===== src/rtl/yaw_pwm_pkg.sv =====
package yaw_pwm_pkg;

   // fraction bits of the fixed-point duty scaler
   localparam int unsigned FRAC_BITS = 32;

   // raw sample value that corresponds to the rate limit
   function automatic longint raw_limit(input int limit_dps, input int counts_per_dps);
      return longint'(limit_dps) * longint'(counts_per_dps);
   endfunction

   // slope: level counts per raw count, scaled by 2^FRAC_BITS, rounded
   function automatic longint duty_gain(input int top, input int lo_pct, input int hi_pct,
                                        input int limit_dps, input int counts_per_dps);
      real num;
      real den;
      num = real'(top) * real'(hi_pct - lo_pct) * (2.0 ** FRAC_BITS);
      den = 200.0 * real'(limit_dps) * real'(counts_per_dps);
      return longint'(num / den);
   endfunction

   // level at zero rate, scaled by 2^FRAC_BITS
   function automatic longint duty_offset(input int top, input int lo_pct, input int hi_pct);
      real v;
      v = real'(top) * real'(lo_pct + hi_pct) / 200.0;
      return longint'(v * (2.0 ** FRAC_BITS));
   endfunction

   // floor(top * pct / 100) for the window bounds
   function automatic int window_level(input int top, input int pct);
      return int'((longint'(top) * longint'(pct)) / 100);
   endfunction

endpackage


===== src/rtl/yaw_rate_clamp.sv =====
module yaw_rate_clamp #(
   parameter int     GYRO_W    = 32,
   parameter longint LIMIT_RAW = 64'd1310720000
) (
   input  logic                     clk,
   input  logic                     rst_n,
   input  logic                     take,
   input  logic        [GYRO_W-1:0] raw_in,
   output logic signed [GYRO_W-1:0] rate_q,
   output logic                     rate_new
);

   localparam logic signed [63:0]       LIM64 = LIMIT_RAW;
   localparam logic signed [GYRO_W-1:0] LIM_P = LIM64[GYRO_W-1:0];
   localparam logic signed [GYRO_W-1:0] LIM_N = -LIM_P;

   logic signed [63:0]       raw_ext;
   logic signed [GYRO_W-1:0] clamped;

   assign raw_ext = {{(64-GYRO_W){raw_in[GYRO_W-1]}}, raw_in};

   always_comb begin
      if (raw_ext > LIM64)
         clamped = LIM_P;
      else if (raw_ext < -LIM64)
         clamped = LIM_N;
      else
         clamped = raw_ext[GYRO_W-1:0];
   end

   always_ff @(posedge clk or negedge rst_n) begin
      if (!rst_n) begin
         rate_q   <= '0;
         rate_new <= 1'b0;
      end else begin
         rate_new <= take;
         if (take)
            rate_q <= clamped;
      end
   end


   clamp_range_chk: assert property (@(posedge clk) disable iff (!rst_n)
      take |=> (rate_q <= LIM_P) && (rate_q >= LIM_N));


   hold_when_idle_chk: assert property (@(posedge clk) disable iff (!rst_n)
      !take |=> $stable(rate_q));

endmodule


===== src/rtl/yaw_duty_scaler.sv =====
module yaw_duty_scaler #(
   parameter int     GYRO_W  = 32,
   parameter int     CNT_W   = 16,
   parameter longint GAIN    = 64'd81919,
   parameter longint OFFSET  = 64'd0,
   parameter int     FRAC    = 32,
   parameter int     LVL_MIN = 0,
   parameter int     LVL_MAX = 1
) (
   input  logic                     clk,
   input  logic                     rst_n,
   input  logic                     rate_new,
   input  logic signed [GYRO_W-1:0] rate_in,
   output logic        [CNT_W-1:0]  level_q
);

   localparam logic signed [63:0] GAIN64 = GAIN;
   localparam logic signed [63:0] OFF64  = OFFSET;

   logic signed [63:0] rate_ext;
   logic signed [63:0] acc;
   logic signed [63:0] shifted;
   logic [CNT_W-1:0]   level_d;

   assign rate_ext = {{(64-GYRO_W){rate_in[GYRO_W-1]}}, rate_in};
   assign acc      = rate_ext * GAIN64 + OFF64;
   assign shifted  = acc >>> FRAC;

   always_comb begin
      if (shifted[63])
         level_d = '0;
      else if (|shifted[62:CNT_W])
         level_d = '1;
      else
         level_d = shifted[CNT_W-1:0];
   end

   always_ff @(posedge clk or negedge rst_n) begin
      if (!rst_n)
         level_q <= '0;
      else if (rate_new)
         level_q <= level_d;
   end


   level_window_chk: assert property (@(posedge clk) disable iff (!rst_n)
      rate_new |=> (int'(level_q) >= LVL_MIN - 1) && (int'(level_q) <= LVL_MAX + 1));

endmodule


===== src/rtl/pwm_tick_gen.sv =====
module pwm_tick_gen #(
   parameter int PRESCALE = 10
) (
   input  logic clk,
   input  logic rst_n,
   output logic tick
);

   generate
      if (PRESCALE == 1) begin : g_direct
         assign tick = rst_n;
      end else begin : g_div
         localparam int PS_W = $clog2(PRESCALE);
         localparam logic [PS_W-1:0] LAST = PS_W'(PRESCALE - 1);
         logic [PS_W-1:0] div_q;

         always_ff @(posedge clk or negedge rst_n) begin
            if (!rst_n)
               div_q <= '0;
            else if (div_q == LAST)
               div_q <= '0;
            else
               div_q <= div_q + 1'b1;
         end

         assign tick = (div_q == LAST);


         tick_spacing_chk: assert property (@(posedge clk) disable iff (!rst_n)
            tick |=> !tick);


         div_range_chk: assert property (@(posedge clk) disable iff (!rst_n)
            div_q <= LAST);
      end
   endgenerate

endmodule


===== src/rtl/pwm_compare_core.sv =====
module pwm_compare_core #(
   parameter int PWM_TOP = 62499,
   parameter int CNT_W   = 16
) (
   input  logic             clk,
   input  logic             rst_n,
   input  logic             tick,
   input  logic [CNT_W-1:0] pend_level,
   output logic             pwm
);

   localparam logic [CNT_W-1:0] TOP_V = CNT_W'(PWM_TOP);

   logic [CNT_W-1:0] cnt_q;
   logic [CNT_W-1:0] active_q;
   logic             wrap;

   assign wrap = tick && (cnt_q == TOP_V);

   always_ff @(posedge clk or negedge rst_n) begin
      if (!rst_n) begin
         cnt_q    <= '0;
         active_q <= '0;
      end else if (tick) begin
         if (cnt_q == TOP_V) begin
            cnt_q    <= '0;
            active_q <= pend_level;
         end else begin
            cnt_q <= cnt_q + 1'b1;
         end
      end
   end

   assign pwm = (cnt_q < active_q);


   cnt_range_chk: assert property (@(posedge clk) disable iff (!rst_n)
      cnt_q <= TOP_V);


   cnt_wrap_chk: assert property (@(posedge clk) disable iff (!rst_n)
      wrap |=> (cnt_q == '0));


   level_at_wrap_chk: assert property (@(posedge clk) disable iff (!rst_n)
      !wrap |=> $stable(active_q));


   cnt_hold_chk: assert property (@(posedge clk) disable iff (!rst_n)
      !tick |=> $stable(cnt_q));

endmodule


===== src/rtl/yaw_pwm_encoder.sv =====
module yaw_pwm_encoder #(
   parameter int GYRO_W      = 32,
   parameter int RATE_SCALE  = 655360,
   parameter int RATE_LIMIT  = 2000,
   parameter int DUTY_LO_PCT = 10,
   parameter int DUTY_HI_PCT = 90,
   parameter int PWM_TOP     = 62499,
   parameter int PRESCALE    = 10
) (
   input  logic              clk,
   input  logic              rst_n,
   input  logic              gyro_valid,
   input  logic              gyro_ok,
   input  logic [GYRO_W-1:0] gyro_rate,
   output logic              pwm_out
);
   import yaw_pwm_pkg::*;

   localparam int     CNT_W     = $clog2(PWM_TOP + 1);
   localparam longint LIMIT_RAW = raw_limit(RATE_LIMIT, RATE_SCALE);
   localparam longint GAIN      = duty_gain(PWM_TOP, DUTY_LO_PCT, DUTY_HI_PCT,
                                            RATE_LIMIT, RATE_SCALE);
   localparam longint OFFSET    = duty_offset(PWM_TOP, DUTY_LO_PCT, DUTY_HI_PCT);
   localparam int     LVL_MIN   = window_level(PWM_TOP, DUTY_LO_PCT);
   localparam int     LVL_MAX   = window_level(PWM_TOP, DUTY_HI_PCT);

   generate
      if (DUTY_LO_PCT < 0 || DUTY_LO_PCT >= DUTY_HI_PCT || DUTY_HI_PCT > 100) begin : g_bad_window
         $error("duty window bounds out of order");
      end
      if (PRESCALE < 1 || PWM_TOP < 1) begin : g_bad_timer
         $error("prescale and counter top must be positive");
      end
      if (GYRO_W < 2 || GYRO_W > 48) begin : g_bad_width
         $error("gyro width out of supported span");
      end
      if (LIMIT_RAW >= (64'sd1 <<< (GYRO_W - 1))) begin : g_bad_limit
         $error("rate limit does not fit the sample width");
      end
   endgenerate

   logic                     take;
   logic signed [GYRO_W-1:0] rate_c;
   logic                     rate_new;
   logic [CNT_W-1:0]         level_p;
   logic                     tick;

   assign take = gyro_valid && gyro_ok;

   yaw_rate_clamp #(
      .GYRO_W    (GYRO_W),
      .LIMIT_RAW (LIMIT_RAW)
   ) u_clamp (
      .clk      (clk),
      .rst_n    (rst_n),
      .take     (take),
      .raw_in   (gyro_rate),
      .rate_q   (rate_c),
      .rate_new (rate_new)
   );

   yaw_duty_scaler #(
      .GYRO_W  (GYRO_W),
      .CNT_W   (CNT_W),
      .GAIN    (GAIN),
      .OFFSET  (OFFSET),
      .FRAC    (FRAC_BITS),
      .LVL_MIN (LVL_MIN),
      .LVL_MAX (LVL_MAX)
   ) u_scale (
      .clk      (clk),
      .rst_n    (rst_n),
      .rate_new (rate_new),
      .rate_in  (rate_c),
      .level_q  (level_p)
   );

   pwm_tick_gen #(
      .PRESCALE (PRESCALE)
   ) u_tick (
      .clk   (clk),
      .rst_n (rst_n),
      .tick  (tick)
   );

   pwm_compare_core #(
      .PWM_TOP (PWM_TOP),
      .CNT_W   (CNT_W)
   ) u_pwm (
      .clk        (clk),
      .rst_n      (rst_n),
      .tick       (tick),
      .pend_level (level_p),
      .pwm        (pwm_out)
   );


   reject_no_update_chk: assert property (@(posedge clk) disable iff (!rst_n)
      !take |=> !rate_new);

endmodule


===== config.mk =====
export PLATFORM = sky130hd
export DESIGN_NAME = yaw_pwm_encoder
export DESIGN_NICKNAME = d
export VERILOG_FILES = /design/src/rtl/yaw_pwm_pkg.sv /design/src/rtl/yaw_rate_clamp.sv /design/src/rtl/yaw_duty_scaler.sv /design/src/rtl/pwm_tick_gen.sv /design/src/rtl/pwm_compare_core.sv /design/src/rtl/yaw_pwm_encoder.sv
export SDC_FILE = /design/constraint.sdc
export NUM_CORES = 1
export LEC_CHECK = 0
export ABC_AREA = 1
export ABC_CLOCK_PERIOD_IN_PS = 7200
export BUFFER_PORTS_ARGS = -buffer_cell sky130_fd_sc_hd__buf_2
export CORE_MARGIN = 2
export CORE_UTILIZATION = 50
export DETAILED_ROUTE_END_ITERATION = 8
export PLACE_DENSITY = 0.8
export SYNTH_ARGS = -nofsm -noshare
export SYNTH_HDL_FRONTEND = slang
export SYNTH_SLANG_ARGS = --single-unit

===== constraint.sdc =====
create_clock -name clk -period 7.2 [get_ports clk]
set_clock_uncertainty 0.15 [all_clocks]
set_input_delay 0.36 -clock clk [delete_from_list [all_inputs] [get_ports clk]]
set_output_delay 0.36 -clock clk [all_outputs]
set_load 0.05 [all_outputs]

==> out/qor.txt <==
status: finished clean
Hold Path Depth: 2
total CTS buffers: 9
Reg2Reg Setup Slack: 0.39 ns
Cell Rows: 69
Finished Layout Cells: 2717
Hold Violations, Final: 0
Critical R2R Launch: u_clamp.rate_q[25]
drt wl/cell: 16.5 µm
area of the die: 37200 µm²
clk buf depth: 2
flops & latches, synth: 85
aggregate global routing overflow: 0
Top FF cell, synth: dfrtp_1
DP Worst Slack: 0.114 ns
final count of pins violating max slew: 0
Port Buf Inserts: 36
period utilization: 0.946
EDFF count, synth: 0
Synthesis Warnings: 0
design area: 19300 µm²
Starting Density: 0.504
worst r2r dst: u_scale.level_q[12]
DR DRC count: 0
most common cell after layout, fill and taps aside: inv_1
Routed WL: 44.9 mm
final design utilization: 0.546
Tmin final: 6.81 ns
Slew Limit Headroom: 0.337
min-delay src: gyro_rate[0]
routability cong.: 0.962
first-pass GRT wire length: 74.5 mm
TritonCTS clock tree: yes
dpl cells: 2677
Synth Instances: 2178
clk sinks: 85
R2R depth: 29
layout cells sized above 1: 0.114
hold crit path type: input port to flop
Root Driver: clkbuf_16
CP Launch Type: flop
Area growth syn-to-layout: 8.27%
Worst Hold Endpoint: u_clamp.rate_q[0]
H-tree depth: 3
chip width: 193 µm
CTS clk-pin slew, worst paths: 0.09 ns
arrival time at the worst endpoint: 6.94 ns
placed instance area: 18600 µm²
fin nets: 2790
commonest non-fill, non-tap cells in the layout: 561 x inv_1, 459 x nand2_1, 273 x fa_1, 205 x ha_1, 109 x nor2_1
total core area: 35400 µm²
Critical-path top delay cell: fa_2
Crit path largest cell delay: 0.71 ns
post-route ant nets: 0
final setup margin: 0.389 ns
vias in the first global route: 14800
initial antenna violation count: 1
fmax: 147 MHz
# Max-Cap Violations: 0
Worst Path Max Fanout: 16
Avg Vias per Cell: 5.15
type of element capturing the critical path: flop
DRT iter0 DRCs: 883
Die Y: 193 µm
CP Class: flop to flop
dpl hpwl: 38.4 mm
GRT Total Usage: 0.259
worst slew pin tran: 0.995 ns
Distinct cells, synth: 52
worst-skew pair later-pin latency: 0.39 ns
Mapped Nets: 2718
Initial DRT Pass Iterations: 5
Avg Inst Size Synth: 8.19 µm²
largest net degree at the start of global routing: 69
Req. time, crit path: 7.33 ns
Post-synth ARST share: 1.00
IO Pins: 37
vias post-DR: 14000
final setup vio count: 0
sequential share of the synthesized area: 0.119
Post-Syn Area: 17800 µm²
## synth_stat cells, drive strengths merged, types with 4 or more instances
cell,count,area (µm²)
inv,577,2170
nand2,490,1940
fa,299,5990
ha,205,2560
nor2,132,576
dfrtp,85,2130
a21oi,77,389
nand3,72,448
o21ai,57,285
xor2,32,280
nand4,29,188
nor3,24,130
xnor2,18,158
nor4,12,96.3
clkbuf,9,33.8
a22o,8,70.1
o21bai,8,71.3
or2,8,52.6
a21o,6,45.0
buf,5,45.0
nand3b,4,30.0
o21a,4,30.0
## sequential cells by signal, summed over array words and instances (netlist names)
signal	count
u_tick.g_div.div_q	4
u_scale.level_q	16
u_pwm.cnt_q	16
u_pwm.active_q	16
u_clamp.rate_q	32
u_clamp.rate_new	1
## cells by family after synthesis
| group | count (synthesis) | synth area share |
|---|---|---|
| XOR/XNOR | 50 | 0.0245 |
| buffers and inverters | 592 | 0.126 |
| AND/OR/NAND/NOR | 774 | 0.195 |
| flip-flops | 85 | 0.119 |
| AO/OA/AOI/OAI | 173 | 0.0559 |
| adder cells (fa/ha/maj) | 504 | 0.479 |
## worst max-delay path: cells and delay by family (launching register included)
kind / cells / cell delay, ns
buf+inv: 3 / 0.16
fa+ha+maj: 7 / 3.76
simple gates: 19 / 2.13
flops: 1 / 0.47
## through the flow
step / hold slack, ns / setup TNS (ns)
2_1_floorplan: -0.0856 / 0
3_3_place_gp: 0.0885 / 0
3_5_place_dp: 0.0912 / 0
4_1_cts: 0.0449 / 0
5_1_grt: 0.0596 / -0.0291
6_report: 0.0604 / 0
## cell type report
class	instances	area [µm²]
fill	3232	16100
multi-input combinational	1501	13600
inverter	578	2180
sequential	85	2160
tap	461	577
timing repair buffer	75	494
clock buffer	9	225
clock inverter	7	65.1
antenna	1	2.50
## per-layer routing
metal | GRT usage | wire (µm) | vias to the layer above
met5 | 0 | 0 | -
met4 | 0.0970 | 1400 | 0
met3 | 0.0446 | 2460 | 76
met2 | 0.429 | 21500 | 385
met1 | 0.341 | 19500 | 6818
li1 | - | - | 6708
## worst max-delay path by stage
stage | startpoint | end | cells after the start
CTS | u_clamp.rate_q[6] | u_scale.level_q[10] | 35
floorplan | u_clamp.rate_q[31] | u_scale.level_q[7] | 34
global route | u_clamp.rate_q[18] | u_scale.level_q[0] | 33
finish | u_clamp.rate_q[25] | u_scale.level_q[12] | 29
detailed placement | u_clamp.rate_q[6] | u_scale.level_q[0] | 35
global placement | u_clamp.rate_q[9] | u_scale.level_q[4] | 34
## timing repair
item,4_1_cts,5_1_grt
setup endpoints to repair,0,16
gates resized for setup,0,80
hold buffers,1,0
setup buffers,0,22
hold endpoints to repair,17,0
Power is not shown: default switching activity piles up to over one toggle a cycle in this logic, so the estimate is an artifact.
